File: src/rtl/rfsh_pkg.sv
package rfsh_pkg;
  typedef enum logic [1:0] {
    ST_IDLE = 2'd0,
    ST_STRB = 2'd1,
    ST_RECV = 2'd2
  } rfsh_state_e;
endpackage

File: src/rtl/rfsh_timer.sv
module rfsh_timer #(
  parameter int TICK_DIV  = 100,
  parameter int REQ_TICKS = 31
) (
  input  logic clk_i,
  input  logic rst_ni,
  input  logic disable_i,
  input  logic strobe_i,
  output logic req_pulse_o
);
  localparam int PRE_W = (TICK_DIV > 1) ? $clog2(TICK_DIV) : 1;
  localparam int TCK_W = (REQ_TICKS > 1) ? $clog2(REQ_TICKS) : 1;

  logic [PRE_W-1:0] pre_q, hold_q;
  logic [TCK_W-1:0] tick_q;
  logic tick, clr;

  assign tick        = (pre_q == PRE_W'(TICK_DIV - 1));
  assign clr         = strobe_i && !disable_i && (hold_q == PRE_W'(TICK_DIV - 1));
  assign req_pulse_o = !disable_i && !clr && tick && (tick_q == TCK_W'(REQ_TICKS - 1));

  always_ff @(posedge clk_i or negedge rst_ni) begin
    if (!rst_ni) begin
      pre_q  <= '0;
      tick_q <= '0;
      hold_q <= '0;
    end else begin
      // strobe held a full tick while enabled restarts the interval
      if (!strobe_i || disable_i || clr) hold_q <= '0;
      else                               hold_q <= hold_q + 1'b1;
      if (disable_i || clr) begin
        pre_q  <= '0;
        tick_q <= '0;
      end else if (tick) begin
        pre_q  <= '0;
        tick_q <= (tick_q == TCK_W'(REQ_TICKS - 1)) ? '0 : tick_q + 1'b1;
      end else begin
        pre_q <= pre_q + 1'b1;
      end
    end
  end
endmodule

File: src/rtl/rfsh_pend.sv
module rfsh_pend #(
  parameter int MAX_PEND = 4,
  localparam int PND_W   = $clog2(MAX_PEND + 1)
) (
  input  logic             clk_i,
  input  logic             rst_ni,
  input  logic             flush_i,
  input  logic             add_i,
  input  logic             retire_i,
  output logic [PND_W-1:0] cnt_o
);
  logic full, empty, inc, dec;

  assign full  = (cnt_o == PND_W'(MAX_PEND));
  assign empty = (cnt_o == '0);
  assign inc   = add_i && !full;
  assign dec   = retire_i && !empty;

  always_ff @(posedge clk_i or negedge rst_ni) begin
    if (!rst_ni)         cnt_o <= '0;
    else if (flush_i)    cnt_o <= '0;
    else if (inc && !dec) cnt_o <= cnt_o + 1'b1;
    else if (dec && !inc) cnt_o <= cnt_o - 1'b1;
  end
endmodule

File: src/rtl/rfsh_addr.sv
module rfsh_addr #(
  parameter int ADDR_W = 24,
  parameter int LO_W   = 13
) (
  input  logic              clk_i,
  input  logic              rst_ni,
  input  logic              step_i,
  input  logic              test_i,
  output logic [ADDR_W-1:0] addr_o
);
  logic [ADDR_W-1:0] nxt;

  generate
    if (LO_W > 0 && LO_W < ADDR_W) begin : g_split
      always_comb begin
        if (test_i) nxt = {addr_o[ADDR_W-1:LO_W] + 1'b1, addr_o[LO_W-1:0] + 1'b1};
        else        nxt = addr_o + 1'b1;
      end
    end else begin : g_flat
      always_comb nxt = addr_o + ADDR_W'(!test_i || test_i);
    end
  endgenerate

  always_ff @(posedge clk_i or negedge rst_ni) begin
    if (!rst_ni)     addr_o <= '0;
    else if (step_i) addr_o <= nxt;
  end
endmodule

File: src/rtl/rfsh_cycle.sv
module rfsh_cycle
  import rfsh_pkg::*;
#(
  parameter int LEN_W = 3
) (
  input  logic             clk_i,
  input  logic             rst_ni,
  input  logic             start_i,
  input  logic             extend_i,
  input  logic             all_bank_i,
  input  logic [LEN_W-1:0] cfg_len_i,
  output logic             idle_o,
  output logic             strobe_o,
  output logic             done_o
);
  rfsh_state_e state_q;
  logic [LEN_W-1:0] len_q;
  logic last, hold;

  assign last     = (len_q == cfg_len_i);
  assign hold     = extend_i && all_bank_i;
  assign idle_o   = (state_q == ST_IDLE);
  assign strobe_o = (state_q == ST_STRB);
  assign done_o   = (state_q == ST_RECV);

  always_ff @(posedge clk_i or negedge rst_ni) begin
    if (!rst_ni) begin
      state_q <= ST_IDLE;
      len_q   <= '0;
    end else begin
      unique case (state_q)
        ST_IDLE: if (start_i) begin
          state_q <= ST_STRB;
          len_q   <= '0;
        end
        ST_STRB: begin
          if (!last)      len_q   <= len_q + 1'b1;
          else if (!hold) state_q <= ST_RECV;
        end
        ST_RECV: state_q <= ST_IDLE;
        default: state_q <= ST_IDLE;
      endcase
    end
  end
endmodule

File: src/rtl/rfsh_ctrl.sv
module rfsh_ctrl #(
  parameter int TICK_DIV  = 100,
  parameter int REQ_TICKS = 31,
  parameter int MAX_PEND  = 4,
  parameter int ADDR_W    = 24,
  parameter int LO_W      = 13,
  parameter int LEN_W     = 3
) (
  input  logic              clk_i,
  input  logic              rst_ni,
  input  logic              disable_i,
  input  logic              strobe_i,
  input  logic              hs_mode_i,
  input  logic              grant_i,
  input  logic              extend_i,
  input  logic              all_bank_i,
  input  logic              test_mode_i,
  input  logic [LEN_W-1:0]  cfg_len_i,
  output logic              busy_o,
  output logic              refresh_req_o,
  output logic [ADDR_W-1:0] row_addr_o,
  output logic              row_strobe_o
);
  localparam int PND_W = $clog2(MAX_PEND + 1);

  logic req_pulse, idle, done, start, strobe_q, strobe_rise;
  logic [PND_W-1:0] pend_cnt;

  always_ff @(posedge clk_i or negedge rst_ni) begin
    if (!rst_ni) strobe_q <= 1'b0;
    else         strobe_q <= strobe_i;
  end

  assign strobe_rise   = strobe_i && !strobe_q;
  assign refresh_req_o = !disable_i && (pend_cnt != '0);
  assign start = idle && (disable_i ? strobe_rise
                                    : ((pend_cnt != '0) && (!hs_mode_i || grant_i)));
  assign busy_o = !idle;

  rfsh_timer #(.TICK_DIV(TICK_DIV), .REQ_TICKS(REQ_TICKS)) u_timer (
    .clk_i, .rst_ni, .disable_i, .strobe_i, .req_pulse_o(req_pulse)
  );

  rfsh_pend #(.MAX_PEND(MAX_PEND)) u_pend (
    .clk_i, .rst_ni, .flush_i(disable_i), .add_i(req_pulse), .retire_i(done),
    .cnt_o(pend_cnt)
  );

  rfsh_cycle #(.LEN_W(LEN_W)) u_cycle (
    .clk_i, .rst_ni, .start_i(start), .extend_i, .all_bank_i, .cfg_len_i,
    .idle_o(idle), .strobe_o(row_strobe_o), .done_o(done)
  );

  rfsh_addr #(.ADDR_W(ADDR_W), .LO_W(LO_W)) u_addr (
    .clk_i, .rst_ni, .step_i(done), .test_i(test_mode_i), .addr_o(row_addr_o)
  );
endmodule

File: config.mk
export PLATFORM = sky130hd
export DESIGN_NAME = rfsh_ctrl
export DESIGN_NICKNAME = d
export VERILOG_FILES = /design/src/rtl/rfsh_pkg.sv /design/src/rtl/rfsh_timer.sv /design/src/rtl/rfsh_pend.sv /design/src/rtl/rfsh_addr.sv /design/src/rtl/rfsh_cycle.sv /design/src/rtl/rfsh_ctrl.sv
export SDC_FILE = /design/constraint.sdc
export NUM_CORES = 1
export LEC_CHECK = 0
export BUFFER_PORTS_ARGS = -buffer_cell sky130_fd_sc_hd__buf_2
export CORE_UTILIZATION = 56
export CTS_CLUSTER_DIAMETER = 80
export DETAILED_ROUTE_END_ITERATION = 12
export PLACE_DENSITY = 0.77
export SYNTH_ARGS = -nofsm -noshare
export SYNTH_HDL_FRONTEND = slang
export SYNTH_SLANG_ARGS = --single-unit
File: constraint.sdc
create_clock -name clk_i -period 3 [get_ports clk_i]
set_input_delay 0.9 -clock clk_i [delete_from_list [all_inputs] [get_ports clk_i]]
set_output_delay 0.9 -clock clk_i [all_outputs]
set_load 0.02 [all_outputs]
Word-level counts from Yosys, hierarchy flattened
Index checks and enable logic that the tools add are counted.
Widths: inputs -> output; s select.
- flip-flop bits (word level): 52
- input port bits: 12
- output and inout bits: 27
- word-level logic and storage cells: 82
- add/subtract/negate cells: 9
- muxes and demuxes: 18
- eq/ne operators: 11
- reduce and logical (&&, ||, !) cells: 36
- operators with widths (operator ; count):
    $add 24x1->24 const B ; 1
    $mux 24 ; 1
    $mux 7 ; 3
    $mux 3 ; 5
    $mux 5 ; 3
    $add 7x1->7 const B ; 2
    $eq 7x7->1 const B ; 2
    $logic_and 1x1->1 ; 14
    $add 13x1->13 const B ; 1
    $add 11x1->11 const B ; 1
    $logic_not 1->1 ; 10
    $add 3x1->3 const B ; 2
    $mux 2 ; 3
    $pmux 3 s2 ; 1
    $reduce_and 3->1 ; 2
    $reduce_bool 3->1 ; 2
    $add 5x1->5 const B ; 1
    $eq 5x5->1 const B ; 1
    $logic_or 1x1->1 ; 4
    $ne 2x1->1 const B ; 2
    $ne 2x2->1 const B ; 2
    $pmux 2 s2 ; 1
    $reduce_bool 2->1 ; 2
    $eq 3x3->1 ; 1
    other kinds (7) ; 7

Logic depth before layout (Yosys ltp)
- depth after elaboration: 13
- depth in mapped cells: 11

Hierarchy
From an unflattened synthesis, not the netlist that was laid out.
- cell total of the unflattened synthesis: 264
- area, all modules: 2806.4 µm²
- by module, submodules not included (module ; cells an instance ; times used ; area an instance (µm²) ; seq. area each (µm²)):
    rfsh_addr ; 99 ; 1 ; 1188.6 ; 600.6
    rfsh_timer ; 90 ; 1 ; 925.9 ; 475.5
    rfsh_pend ; 37 ; 1 ; 332.8 ; 75.1
    rfsh_cycle ; 31 ; 1 ; 290.3 ; 125.1
    rfsh_ctrl ; 7 ; 1 ; 68.8 ; 25.0

Least setup slack after synthesis
No wires, ideal clock.
- path type: input-to-reg
- start: in disable_i
- end: reg u_pend.cnt_o[1]
- stages on the path: 8
- setup time: 99 ps
- arrival time: 2611 ps
- required time: 2901 ps
- slack: 289 ps
- buffers on the path: 1
- path through: buf_6 -> or3b_4 -> a211oi_4 -> nand3_2 -> inv_1 -> fa_1 -> a21boi_1 -> a311oi_1
- cells in the longest elaborated chain, start to end: 11
- ends and longest elaborated chain (element ; RTL line ; source):
    start: declaration ; rfsh_ctrl.sv:11 ; input logic disable_i,
    $logic_not 1->1 ; rfsh_timer.sv:19, rfsh_timer.sv:20 ;
    $logic_and 1x1->1 (2 in series) ; rfsh_timer.sv:19 ; assign clr = strobe_i && !disable_i && (hold_q == PRE_W'(TICK_DIV - 1));
    $logic_not 1->1 ; rfsh_timer.sv:20 ; assign req_pulse_o = !disable_i && !clr && tick && (tick_q == TCK_W'(REQ_TICKS - 1));
    $logic_and 1x1->1 (3 in series) ; rfsh_timer.sv:20 ;
    $logic_and 1x1->1 ; rfsh_pend.sv:16 ; assign inc = add_i && !full;
    $logic_and 1x1->1 or $logic_not 1->1 (tied branches) ; rfsh_pend.sv:22, rfsh_pend.sv:23 ;
    $mux 3 or $logic_and 1x1->1 (tied branches) ; rfsh_pend.sv:22, rfsh_pend.sv:23 ;
    $mux 3 or $reduce_bool 3->1 (tied branches) ; n/a ;
    end signal: assignment ; rfsh_pend.sv:22 ; else if (inc && !dec) cnt_o <= cnt_o + 1'b1;
    end signal: assignment ; rfsh_pend.sv:23 ; else if (dec && !inc) cnt_o <= cnt_o - 1'b1;
    end: declaration ; rfsh_pend.sv:10 ; output logic [PND_W-1:0] cnt_o
Parallel ways exist; a longest one is shown, timed or not.
A chain may end at the register's enable or synchronous reset.

Worst setup path in the final report
Same ends and word-level chain as after synthesis.

==> flow_summary.toml <==
[logic_synthesis]
ys_top_cells_by_area = "dfrtp_1 (50%), xnor2_1 (8.4%), xor2_1 (3.7%)"
async_flop_share_pct = 100
synth_top_area_share_pct = 50.0
syn_inst = 245
mappedNetlistArea_sq_um = 2600
synth_seq_cells = 52
netlist-cell-type-count = 47
avgSynthCellArea_sq_um = 10.6
yosysTopAreaCell = "dfrtp_1"
ys_warn_count = 0
ys.flop_type = "dfrtp_1"
syn_nets = 265
ys_seq_area_share_pct = 50.0
synth_edf_count = 0

[cts]
cts_tree = "built"
hold_buffers = 0
postCtsResizedCells = 0
numCtsBuffers = 5
clk_pin_slew_ns = 0.09
ctsLongestPathBuffers = 2
cts_setup_buffers = 0
cts_max_level = 2
cts.sink_count = 52
clock_latency_ns = 0.30
root_buffer = "clkbuf_8"

[global_route]
met2_usage_pct = 30.8
grt_pass1_wl_um = 7890
grt_overflow_total = 0
grtUsageTotal_pct = 20.3
globalRouteMet3Util_pct = 4.04
grt_max_degree = 30
grt_use_met1_pct = 28.7
first_global_vias = 1759
antenna_found_initial = 0
top_usage_layer = "met2"

[worst_setup_path]
rr_startpoint = "u_timer.tick_q[0]"
cp-end-kind = "flip-flop"
crit_start = "disable_i"
arrival_ns = 2.59
path_class = "in -> reg"
crit_fanout = 5
cp.required_ns = 3.21
startpoint_type = "input port"
rr_worst_depth = 9

[timing]
rsz0062_at_grt = "false"
period_needed_ns = 2.38
setup_viol = 0
fmax_ghz = 0.421
fin_crit_sh_pct = 79.2
worst_slew_pin_slew_ns = 0.629
tns_ns = 0
final_hold_viol_count = 0
relSlewSlack_pct = 57.7
finClkSkew_ns = 0.00647
drv_slew = 0

[pwr]
ir_drop_uv = 451
switching_share_pct = 32.3
p_sw_uw = 537
p_per_area_nw_per_um2 = 560
power_uw = 1660
p_leak_uw = 0.00147
pwr-share-clk_pct = 24.7
p_int_uw = 1130
p_seq_share_pct = 52.0
pwr-share-comb_pct = 23.3

[routing]
drc = 0
drt_wl_total_um = 4540
viasPerCell = 5.55
firstDrtPassIters = 4
drtAntennaViolNets = 0
avgRoutedWirePerCell_um = 13.2
drt_iter0_markers = 68
num_vias = 1916

[floorplanning]
row_count = 24
dieArea_sq_um = 4920
die_height_um = 70.2
dieWidth_um = 70.2
fp.coreArea_sq_um = 4410
io_pins = 39
initial_utilization_pct = 58.9

[finish]
fin_nets = 312
fin_area_sq_um = 2970
antenna_cells = 0
final_common_cell = "dfrtp_1"
layout_common_cells = "dfrtp_1 (52), buf_2 (38), nor2_1 (25), xnor2_1 (25), nand2_1 (24)"
drive_gt1_share_pct = 21.8
synthToLayoutAreaGrowth_pct = 14.0

[worst_hold_path]
holdPathStages = 1
hp-class = "reg -> reg"
min_from = "u_timer.pre_q[0]"

[placed_design]
portBuffers = 38
dp_hpwl_um = 3410
gp_congestion = 0.886
dpl-instance-area_sq_um = 2870

[job]
max_cap_viol_count = 0

[outcome]
status = "finished clean"
[kinds of logic (layout without fill, tap and decap cells)]
| family | Yosys count | in the layout | synth area share [%] |
|---|---|---|---|
| multiplexers | 1 | 1 | 0.433 |
| adder cells (fa/ha/maj) | 8 | 8 | 4.14 |
| flip-flops | 52 | 52 | 50.0 |
| buffers and inverters | 11 | 59 | 1.92 |
| AO/OA/AOI/OAI | 26 | 26 | 8.61 |
| XOR/XNOR | 36 | 36 | 12.1 |
| AND/OR/NAND/NOR | 111 | 111 | 22.8 |
[state kept, by name (all words and copies together), names as in the netlist]
name	flops
u_addr.addr_o	24
u_timer.tick_q	5
u_cycle.state_q	2
u_pend.cnt_o	3
u_timer.pre_q	7
u_cycle.len_q	3
u_timer.hold_q	7
strobe_q	1
[worst max-delay path: stages]
cell      delay [ns]
buf_2           0.11
or3b_4          0.37
a211oi_4        0.19
nand3_2         0.15
inv_1           0.10
fa_1            0.40
a21boi_1        0.14
a311oi_1        0.23
[final timing paths]
| kind | end | slack (ns) |
|---|---|---|
| setup / recovery | u_pend.cnt_o[1] | 0.62 |
| hold / removal | u_timer.pre_q[0] | 0.47 |
| setup reg to reg | u_pend.cnt_o[1] | 0.69 |
| hold reg to reg | u_timer.pre_q[0] | 0.47 |
| max in group asynchronous | u_cycle.len_q[2] | 1.77 |
| min in group asynchronous | u_timer.tick_q[0] | 0.60 |
[cells in the mapped netlist (2+ instances only)]
cell type and instances:
and4_1 5, inv_1 8, dfrtp_1 52, o21ai_0 2, a21oi_1 7, xor2_1 11, nand2b_1 3, and3_1 7
nor2b_1 2, nor2_1 25, or3_1 2, or2_2 4, ha_1 7, xnor2_1 25, a21o_1 2, nor3_1 6
nand4_1 8, and2_1 3, nand3_1 14, a31oi_1 2, nand2_1 24
[final cells by class]
type / count / area, sq um
fill: 360 / 1450
sequential: 52 / 1300
multi-input combinational: 182 / 1250
timing repair buffer: 43 / 228
clock buffer: 6 / 82.6
tap: 52 / 65.1
inverter: 8 / 30.0
clock inverter: 2 / 10.0
[metrics by stage]
step,utilization [%],worst slack (ns),instances,hold slack [ns]
final,67.2,0.624,345,0.467
after global routing,67.2,0.536,345,0.485
after CTS,67.2,0.644,345,0.465
after detailed placement,65.1,0.317,337,0.445
after global placement,65.1,0.352,337,0.442
after floorplan,-,0.289,245,0.425
[routing by layer]
layer | part of all wire (%) | vias up
li1 | - | 945
met1 | 50 | 919
met2 | 45 | 45
met3 | 3.3 | 7
met4 | 1.7 | 0
met5 | 0 | -
[power groups by stage]
stage	Sequential [uW]	Combinational (uW)	Clock, uW
2_1_floorplan	903	230	0
3_3_place_gp	874	381	0
3_5_place_dp	877	393	0
4_1_cts	863	394	428
5_1_grt	876	438	445
6_report	864	387	410
No activity file was read; power rests on OpenSTA's default activity.
